[src/rtl/can_mode_pkg.sv]
// Shared layout and state encoding for the CAN operating-mode unit.
package can_mode_pkg;
    localparam int CFG_W    = 9;
    localparam int TM_W     = 3;
    localparam int TM_CODES = 6;   // legal test-mode codes 0..5

    // Register layout, LSB first: init, halt, sleep, halt2, awake, bohalt, tm[2:0]
    typedef struct packed {
        logic [TM_W-1:0] tm;
        logic            bo_halt_en;
        logic            awake_en;
        logic            halt2;
        logic            sleep;
        logic            halt;
        logic            init;
    } cfg_t;

    typedef enum logic [3:0] {
        MS_RESET = 4'b0001,
        MS_HALT  = 4'b0010,
        MS_SLEEP = 4'b0100,
        MS_OPER  = 4'b1000
    } mode_st_e;
endpackage

[src/rtl/can_mode_cfg.sv]
// Mode control register with state-dependent write gating and test-mode decode.
// Assumes: cfg_open is high only in reset or halt; wake_clr is a one-cycle
// request from the state machine that overrides any software write of sleep.
module can_mode_cfg
    import can_mode_pkg::*;
(
    input  logic                 clk,
    input  logic                 rst_n,
    input  logic                 wr_en,
    input  logic [CFG_W-1:0]     wr_data,
    input  logic                 cfg_open,
    input  logic                 wake_clr,
    output cfg_t                 cfg,
    output logic [TM_CODES-1:1]  tm_dec
);
    cfg_t wr_c;
    logic tm_legal;

    assign wr_c     = cfg_t'(wr_data);
    assign tm_legal = (int'(wr_c.tm) < TM_CODES);

    // Register update: request bits always writable, config bits only when open.
    always_ff @(posedge clk) begin
        if (!rst_n) begin
            cfg <= '0;
        end else begin
            if (wr_en) begin
                cfg.init  <= wr_c.init;
                cfg.halt  <= wr_c.halt;
                cfg.halt2 <= wr_c.halt2;
                cfg.sleep <= wr_c.sleep;
                if (cfg_open) begin
                    cfg.awake_en   <= wr_c.awake_en;
                    cfg.bo_halt_en <= wr_c.bo_halt_en;
                    if (tm_legal) cfg.tm <= wr_c.tm;
                end
            end
            if (wake_clr) cfg.sleep <= 1'b0;
        end
    end

    // Test-mode decode: one output per nonzero legal code.
    for (genvar i = 1; i < TM_CODES; i++) begin : g_tm_dec
        assign tm_dec[i] = (int'(cfg.tm) == i);
    end

    // prohibited codes never stored
    a_r3_tm_legal: assert property (@(posedge clk) disable iff (!rst_n)
        int'(cfg.tm) < TM_CODES);
    // locked fields hold through writes outside reset/halt
    a_r4_cfg_locked: assert property (@(posedge clk) disable iff (!rst_n)
        (wr_en && !cfg_open) |=> ($stable(cfg.awake_en) && $stable(cfg.bo_halt_en) && $stable(cfg.tm)));
    // a wake clears the sleep bit even against a write
    a_r11_wake_wins: assert property (@(posedge clk) disable iff (!rst_n)
        wake_clr |=> !cfg.sleep);
endmodule

[src/rtl/can_wake_filter.sv]
// Synchronises the raw receive line and flags a dominant level that persists
// for WAKE_SAMPLES consecutive synchronised samples.
// Assumes: rx_in is asynchronous, 0 is dominant; SYNC_STAGES >= 2, WAKE_SAMPLES >= 2.
module can_wake_filter #(
    parameter int SYNC_STAGES  = 2,
    parameter int WAKE_SAMPLES = 2
) (
    input  logic clk,
    input  logic rst_n,
    input  logic rx_in,
    output logic wake_hit
);
    localparam int CNT_W = $clog2(WAKE_SAMPLES) + 1;
    localparam logic [CNT_W-1:0] CNT_SAT = CNT_W'(WAKE_SAMPLES - 1);

    logic [SYNC_STAGES-1:0] sync_q;
    logic [CNT_W-1:0]       dom_cnt;
    logic                   rx_s;

    // Synchroniser chain, reset to recessive.
    for (genvar i = 0; i < SYNC_STAGES; i++) begin : g_sync
        always_ff @(posedge clk) begin
            if (!rst_n)      sync_q[i] <= 1'b1;
            else if (i == 0) sync_q[i] <= rx_in;
            else             sync_q[i] <= sync_q[(i > 0) ? i - 1 : 0];
        end
    end
    assign rx_s = sync_q[SYNC_STAGES-1];

    // Count earlier consecutive dominant samples, saturating.
    always_ff @(posedge clk) begin
        if (!rst_n)              dom_cnt <= '0;
        else if (rx_s)           dom_cnt <= '0;
        else if (dom_cnt != CNT_SAT) dom_cnt <= dom_cnt + 1'b1;
    end

    assign wake_hit = !rx_s && (dom_cnt == CNT_SAT);

    // a hit always follows at least one earlier dominant sample
    a_r9_no_glitch: assert property (@(posedge clk) disable iff (!rst_n)
        wake_hit |-> !$past(rx_s));
endmodule

[src/rtl/can_mode_fsm.sv]
// Top-level mode state machine: reset, halt, sleep, operational.
// Assumes: bus_off/recov_done are synchronous status from error confinement;
// wake_hit comes from the wake filter.
module can_mode_fsm
    import can_mode_pkg::*;
(
    input  logic       clk,
    input  logic       rst_n,
    input  logic       init_req,
    input  logic       halt_req,
    input  logic       halt2_req,
    input  logic       sleep_req,
    input  logic       awake_en,
    input  logic       bo_halt_en,
    input  logic       bus_off,
    input  logic       recov_done,
    input  logic       wake_hit,
    output mode_st_e   st,
    output logic       wake_clr,
    output logic       force_eactive
);
    mode_st_e nxt;
    logic     force_d;
    logic     halt_any;

    assign halt_any = halt_req || halt2_req;

    // Next-state selection with reset > halt > sleep priority.
    always_comb begin
        nxt      = st;
        force_d  = 1'b0;
        wake_clr = 1'b0;
        if (init_req) begin
            nxt = MS_RESET;
        end else begin
            case (st)
                MS_RESET: nxt = halt_any ? MS_HALT : (sleep_req ? MS_SLEEP : MS_OPER);
                MS_HALT:  if (!halt_any) nxt = sleep_req ? MS_SLEEP : MS_OPER;
                MS_SLEEP: begin
                    if (awake_en && wake_hit) begin
                        wake_clr = 1'b1;
                        nxt      = halt_any ? MS_HALT : MS_OPER;
                    end else if (!sleep_req) begin
                        nxt = halt_any ? MS_HALT : MS_OPER;
                    end
                end
                MS_OPER: begin
                    if (halt_any) begin
                        if (!bus_off) begin
                            nxt = MS_HALT;
                        end else if (bo_halt_en) begin
                            nxt     = MS_HALT;
                            force_d = 1'b1;
                        end else if (recov_done) begin
                            nxt = MS_HALT;
                        end
                    end else if (sleep_req && !bus_off) begin
                        nxt = MS_SLEEP;
                    end
                end
                default: nxt = MS_RESET;
            endcase
        end
    end

    // State and recovery strobe registers.
    always_ff @(posedge clk) begin
        if (!rst_n) begin
            st            <= MS_RESET;
            force_eactive <= 1'b0;
        end else begin
            st            <= nxt;
            force_eactive <= force_d;
        end
    end

    // state stays one-hot
    a_r5_onehot: assert property (@(posedge clk) disable iff (!rst_n)
        $countones(st) == 1);
    // strobe only on entry to halt from bus-off
    a_r7_force_entry: assert property (@(posedge clk) disable iff (!rst_n)
        force_eactive |-> (st == MS_HALT && $past(bus_off) && $past(st) == MS_OPER));
    // deferred halt waits for recovery
    a_r6_defer: assert property (@(posedge clk) disable iff (!rst_n)
        (st == MS_OPER && halt_any && bus_off && !bo_halt_en && !recov_done && !init_req)
        |=> st == MS_OPER);
    // no bus-driven exit from sleep without auto-wake
    a_r10_no_wake: assert property (@(posedge clk) disable iff (!rst_n)
        (st == MS_SLEEP && !awake_en && sleep_req && !init_req) |=> st == MS_SLEEP);
endmodule

[src/rtl/can_mode_ctrl.sv]
// CAN operating-mode unit top: register, wake filter and mode state machine.
// Assumes: a single clock domain except rx_in, which is synchronised inside.
module can_mode_ctrl
    import can_mode_pkg::*;
#(
    parameter int SYNC_STAGES  = 2,
    parameter int WAKE_SAMPLES = 2
) (
    input  logic             clk,
    input  logic             rst_n,
    input  logic             wr_en,
    input  logic [CFG_W-1:0] wr_data,
    input  logic             bus_off,
    input  logic             recov_done,
    input  logic             rx_in,
    output logic [CFG_W-1:0] cfg_q,
    output logic [3:0]       state_oh,
    output logic             engine_en,
    output logic             force_eactive,
    output logic             tm_listen,
    output logic             tm_loop_ext,
    output logic             tm_loop_int,
    output logic             tm_ecnt_wr,
    output logic             tm_err_passive
);
    cfg_t                cfg;
    mode_st_e            st;
    logic                wake_clr;
    logic                wake_hit;
    logic [TM_CODES-1:1] tm_dec;

    can_mode_cfg u_cfg (
        .clk      (clk),
        .rst_n    (rst_n),
        .wr_en    (wr_en),
        .wr_data  (wr_data),
        .cfg_open (st == MS_RESET || st == MS_HALT),
        .wake_clr (wake_clr),
        .cfg      (cfg),
        .tm_dec   (tm_dec)
    );

    can_wake_filter #(
        .SYNC_STAGES  (SYNC_STAGES),
        .WAKE_SAMPLES (WAKE_SAMPLES)
    ) u_wake (
        .clk      (clk),
        .rst_n    (rst_n),
        .rx_in    (rx_in),
        .wake_hit (wake_hit)
    );

    can_mode_fsm u_fsm (
        .clk           (clk),
        .rst_n         (rst_n),
        .init_req      (cfg.init),
        .halt_req      (cfg.halt),
        .halt2_req     (cfg.halt2),
        .sleep_req     (cfg.sleep),
        .awake_en      (cfg.awake_en),
        .bo_halt_en    (cfg.bo_halt_en),
        .bus_off       (bus_off),
        .recov_done    (recov_done),
        .wake_hit      (wake_hit),
        .st            (st),
        .wake_clr      (wake_clr),
        .force_eactive (force_eactive)
    );

    assign cfg_q          = cfg;
    assign state_oh       = st;
    assign engine_en      = (st == MS_OPER);
    assign tm_listen      = tm_dec[1];
    assign tm_loop_ext    = tm_dec[2];
    assign tm_loop_int    = tm_dec[3];
    assign tm_ecnt_wr     = tm_dec[4];
    assign tm_err_passive = tm_dec[5];

    // engine runs only in operational
    a_r5_engine_gate: assert property (@(posedge clk) disable iff (!rst_n)
        engine_en |-> state_oh == 4'b1000);
endmodule

[config.mk]
export PLATFORM = sky130hd
export DESIGN_NAME = can_mode_ctrl
export DESIGN_NICKNAME = d
export VERILOG_FILES = /design/src/rtl/can_mode_pkg.sv /design/src/rtl/can_mode_cfg.sv /design/src/rtl/can_wake_filter.sv /design/src/rtl/can_mode_fsm.sv /design/src/rtl/can_mode_ctrl.sv
export SDC_FILE = /design/constraint.sdc
export NUM_CORES = 1
export LEC_CHECK = 0
export ABC_CLOCK_PERIOD_IN_PS = 1800
export BUFFER_PORTS_ARGS = -buffer_cell sky130_fd_sc_hd__buf_2
export CAP_MARGIN = 30
export CORE_MARGIN = 4
export CORE_UTILIZATION = 30
export DETAILED_ROUTE_END_ITERATION = 12
export PLACE_DENSITY_LB_ADDON = 0.25
export SYNTH_ARGS = -nofsm -noshare
export SYNTH_HDL_FRONTEND = slang
export SYNTH_SLANG_ARGS = --single-unit
[constraint.sdc]
create_clock -name clk -period 1.8 [get_ports clk]
set_input_delay 0.54 -clock clk [delete_from_list [all_inputs] [get_ports clk]]
set_output_delay 0.54 -clock clk [all_outputs]
set_load 0.02 [all_outputs]
==> results <==
- The accumulated negative setup slack is 0 ns.
- The most critical setup path has its startpoint at u_fsm.st[2].
- The worst endpoint required time is approximately 1.3 ns.
- The number of buffers on the longest clock path is 2.
- The clock transition at the registers of the reported paths is 0.11 ns.
- Among all stages on the critical path, the largest delay is contributed by sky130_fd_sc_hd__dfxtp_2.
- Clock tree synthesis found a total of 18 sinks.
- The area of the core region is about 3100 um2.
- The largest driver fanout on the critical path is 10.
- The layout overhead on the synthesized area is 25.53%.
- For this run, the total global-route usage over all layers was measured as 0.1147.
- The netlist area before placement is around 1000 um2.
- The number of clock buffers inserted by TritonCTS is 3.
- The worst hold path begins at rx_in.
- Setup repair after global routing left no endpoint under its margin.
- The total of endpoints with negative setup slack in the final report is 0.
- Dividing the final minimum period by the clock period gives 0.9516.
- The global route total overflow is 0.
- TritonCTS built the clock tree.
- The post-synthesis net count is between 100 and 150.
- The max-cap violation count is 0.
- Traced cell by cell, the critical path runs through nor4b_4, buf_4.
- The number of nets still failing antenna checks after routing is 0.
- The initial utilization of the core area, before any placement, comes to 0.3212.
- The clock period minus final worst setup slack is 1.713 ns.
- In the final routed layout, each cell accounts on average for roughly 12 um.
- In the routed layout, each cell is associated on average with a via count of around 4.9.
- The insertion delay to the later sink of the worst-skew pair is around 0.29 ns.
- The worst register-to-register path has a depth of 5.
- Entering global routing, the biggest net connects 12 pins.
- The share of the Yosys chip area taken by registers is 0.3587.
- The vias after detailed routing is roughly 930.
- In this run, synthesis produced a sequential element count of 18.
- The first-pass GRT wire length is just under 4000 um.
- The total count of max-transition violations in the final report is 0.
- The final design instance area without fill is roughly 1300 um2.
- The master cell of the clock root buffer is sky130_fd_sc_hd__clkbuf_4.
- In this run the tightest slew margin relative to its limit is 0.7500.
- Before antenna repair, the detailed router went through 4 iterations.
- The number of hold-slack violations in the final timing report was 0.
- In this run the count of I/O pins placed on the die edge is 35.
- The min-delay analysis places its worst path in the category in -> reg.
- The die is 65.87 um wide.
- The number of levels the H-tree was split into is 1.
- After synthesis, the cell types taking the most area are sky130_fd_sc_hd__dfxtp_1 36%, sky130_fd_sc_hd__mux2i_1 6.0%, sky130_fd_sc_hd__buf_4 6.0%.
- The synthesized instance count is 113.
- Data on the critical path arrives at its endpoint at 1.17 ns.
- The count of buffers added on input and output ports is 34.
- The count of flip-flops with a built-in enable after synthesis is 0.
- STA classifies the critical path endpoint as an output pin.
- In the final layout, the share of cells above drive strength 1 is 0.3605.
- The run finished with clean final reports.
- From bottom edge to top edge, the die measures 65.87 um.
- The detailed-route DRC error count is 0.
- The worst hold path was traced through 2 stages.
- The largest single stage delay on the critical path is 0.40 ns.
- The clock arrives with about 0.0026 ns of skew.
- The worst ir drop on vdd is roughly 0.21 mV.
- The cell type with the largest total area after synthesis is sky130_fd_sc_hd__dfxtp_1.
- The number of standard-cell rows in the floorplan is 20.
- The area of placed instances is 1210 um2.
- Wires add up to approximately 2400 um.
- The kind of launch point of the worst setup path is a flip-flop.
- In this run, the number of DRC markers left after iteration 0 of detailed routing was 38.
- The share of Yosys cell area claimed by the top area cell type is 0.3587.
- The most frequently used flop master after synthesis is sky130_fd_sc_hd__dfxtp_1.
- The timing-limited maximum frequency is approximately 580 MHz.
- For the pin with the worst max-slew slack, the measured transition is ~0.37 ns.
- 0 antenna diodes ended up in the layout.
- A synthesized cell averages between 8 and 9 um2.
- Dividing total power by cell area gives a power density of 859.6 nW/um2.
- In the synthesized netlist the async set-or-reset flop fraction comes to 0.
- In this run the static leakage power is 0.0005876 uW.
- The final layout contains 164 nets.
- The Yosys step of the flow raised 0 warnings.
- The detailed placer's ending HPWL is approximately 1900 um.
- The critical path is of the reg -> out type.
- The number of global-route vias before repair was a little under 900.
- After synthesis, the netlist uses 37 different library cells.
- The die covers 4339 um2.
- The number of antenna violations at the first check in global routing is 0.
- At the end of routability-driven placement, the weighted congestion stood at roughly 0.76.
- The worst flop-to-flop path startpoint is u_fsm.st[1].
[layout make-up]
class / instances / area, um2
fillers: 318 / 1867
multi-input cells: 82 / 571.8
flip-flops and latches: 18 / 365.4
repair buffers: 41 / 225.2
well taps: 44 / 55.05
clock buffers: 4 / 36.28
inverters: 2 / 7.507
[state kept, by name, summed over array words and instances (netlist names)]
name,cells
u_wake.dom_cnt,2
u_wake.rx_s,1
u_fsm.force_eactive,1
u_fsm.st,4
u_cfg.cfg,9
u_wake.sync_q,1
[worst max-delay path, delay by kind of cell (launching register included)]
family / cells / cell delay (ns)
flops: 1 / 0.40
buf+inv: 1 / 0.18
simple gates: 1 / 0.30
[kinds of logic after synthesis]
logic type                 share of synthesized area
AOI/OAI and AO/OA                             0.1420
buffers and inverters                        0.08095
xor gates and xnor gates                     0.03363
and+or+nand+nor                               0.3126
DFF                                           0.3587
muxes                                        0.05978
adders and majority gates                    0.01245
[final timing paths]
| path | endpoint | slack, ns |
|---|---|---|
| worst min register to register | u_wake.rx_s | 0.43 |
| worst min-delay path | u_wake.sync_q[0] | 0.43 |
| worst max register to register | u_fsm.st[2] | 0.22 |
| worst max-delay path | engine_en | 0.09 |
[power by group]
| group | switching (uW) | leakage, uW | total [uW] | internal [uW] |
|---|---|---|---|---|
| clock | 127 | 0.0000210 | 250 | 123 |
| combinational | 193 | 0.000418 | 349 | 156 |
| sequential | 50.3 | 0.000149 | 485 | 435 |
[synthesized netlist by cell type (2+ instances only)]
| master | number |
|---|---|
| sky130_fd_sc_hd__xor2_1 | 2 |
| sky130_fd_sc_hd__nand3b_1 | 3 |
| sky130_fd_sc_hd__buf_4 | 8 |
| sky130_fd_sc_hd__nor2_1 | 16 |
| sky130_fd_sc_hd__dfxtp_1 | 18 |
| sky130_fd_sc_hd__buf_2 | 2 |
| sky130_fd_sc_hd__mux2i_1 | 6 |
| sky130_fd_sc_hd__nor4b_1 | 2 |
| sky130_fd_sc_hd__and3b_1 | 2 |
| sky130_fd_sc_hd__nor3_1 | 5 |
| sky130_fd_sc_hd__nand2_1 | 3 |
| sky130_fd_sc_hd__o21ai_0 | 4 |
| sky130_fd_sc_hd__nor4bb_1 | 2 |
| sky130_fd_sc_hd__nand2b_1 | 5 |
| sky130_fd_sc_hd__a21oi_1 | 6 |
| sky130_fd_sc_hd__o221a_2 | 2 |
| sky130_fd_sc_hd__o31ai_1 | 3 |
| sky130_fd_sc_hd__nor3b_1 | 4 |
| sky130_fd_sc_hd__inv_1 | 2 |
[per-layer routing]
metal | GRT usage | part of all wire | vias up
met4 | 0.03886 | 0 | 0
met3 | 0.02721 | 0.064 | 0
met5 | 0 | 0 | -
li1 | - | - | 475
met1 | 0.1432 | 0.44 | 435
met2 | 0.1915 | 0.50 | 22
[cell usage in the layout (no fill, tap or decap), types with 3 or more instances in the layout]
cell type	Yosys	final
sky130_fd_sc_hd__buf_2	2	33
sky130_fd_sc_hd__nor2_1	16	16
sky130_fd_sc_hd__dfxtp_1	18	16
sky130_fd_sc_hd__buf_4	8	8
sky130_fd_sc_hd__a21oi_1	6	6
sky130_fd_sc_hd__mux2i_1	6	6
sky130_fd_sc_hd__nand2b_1	5	5
sky130_fd_sc_hd__nor3_1	5	5
sky130_fd_sc_hd__nor3b_1	4	4
sky130_fd_sc_hd__o21ai_0	4	4
sky130_fd_sc_hd__nand2_1	3	3
sky130_fd_sc_hd__nand3b_1	3	3
sky130_fd_sc_hd__o31ai_1	3	3
sky130_fd_sc_hd__clkbuf_4	0	3
[per-stage QoR]
stage | setup WS [ns] | util | hold slack (ns) | total power [uW] | cells
2_1_floorplan | 0.1830 | - | 0.3863 | 740.0 | 113
4_1_cts | 0.05730 | 0.4016 | 0.4227 | 1099 | 191
3_5_place_dp | 0.1985 | 0.3868 | 0.4107 | 840.1 | 186
5_1_grt | 0.0001391 | 0.4032 | 0.4308 | 1156 | 191
6_report | 0.08711 | 0.4032 | 0.4315 | 1084 | 191
3_3_place_gp | 0.2396 | 0.3868 | 0.3989 | 835.7 | 186
[repair_timing]
| action | 4_1_cts | 5_1_grt |
|---|---|---|
| setup endpoints to repair | 1 | 1 |
| pin swaps | 1 | 0 |
| resized for setup | 2 | 2 |
| cloned | 0 | 0 |
| hold endpoints to repair | 0 | 0 |
| setup buffers | 1 | 0 |
| hold buffers | 0 | 0 |
Note: power is estimated with default switching activity, not from simulation.
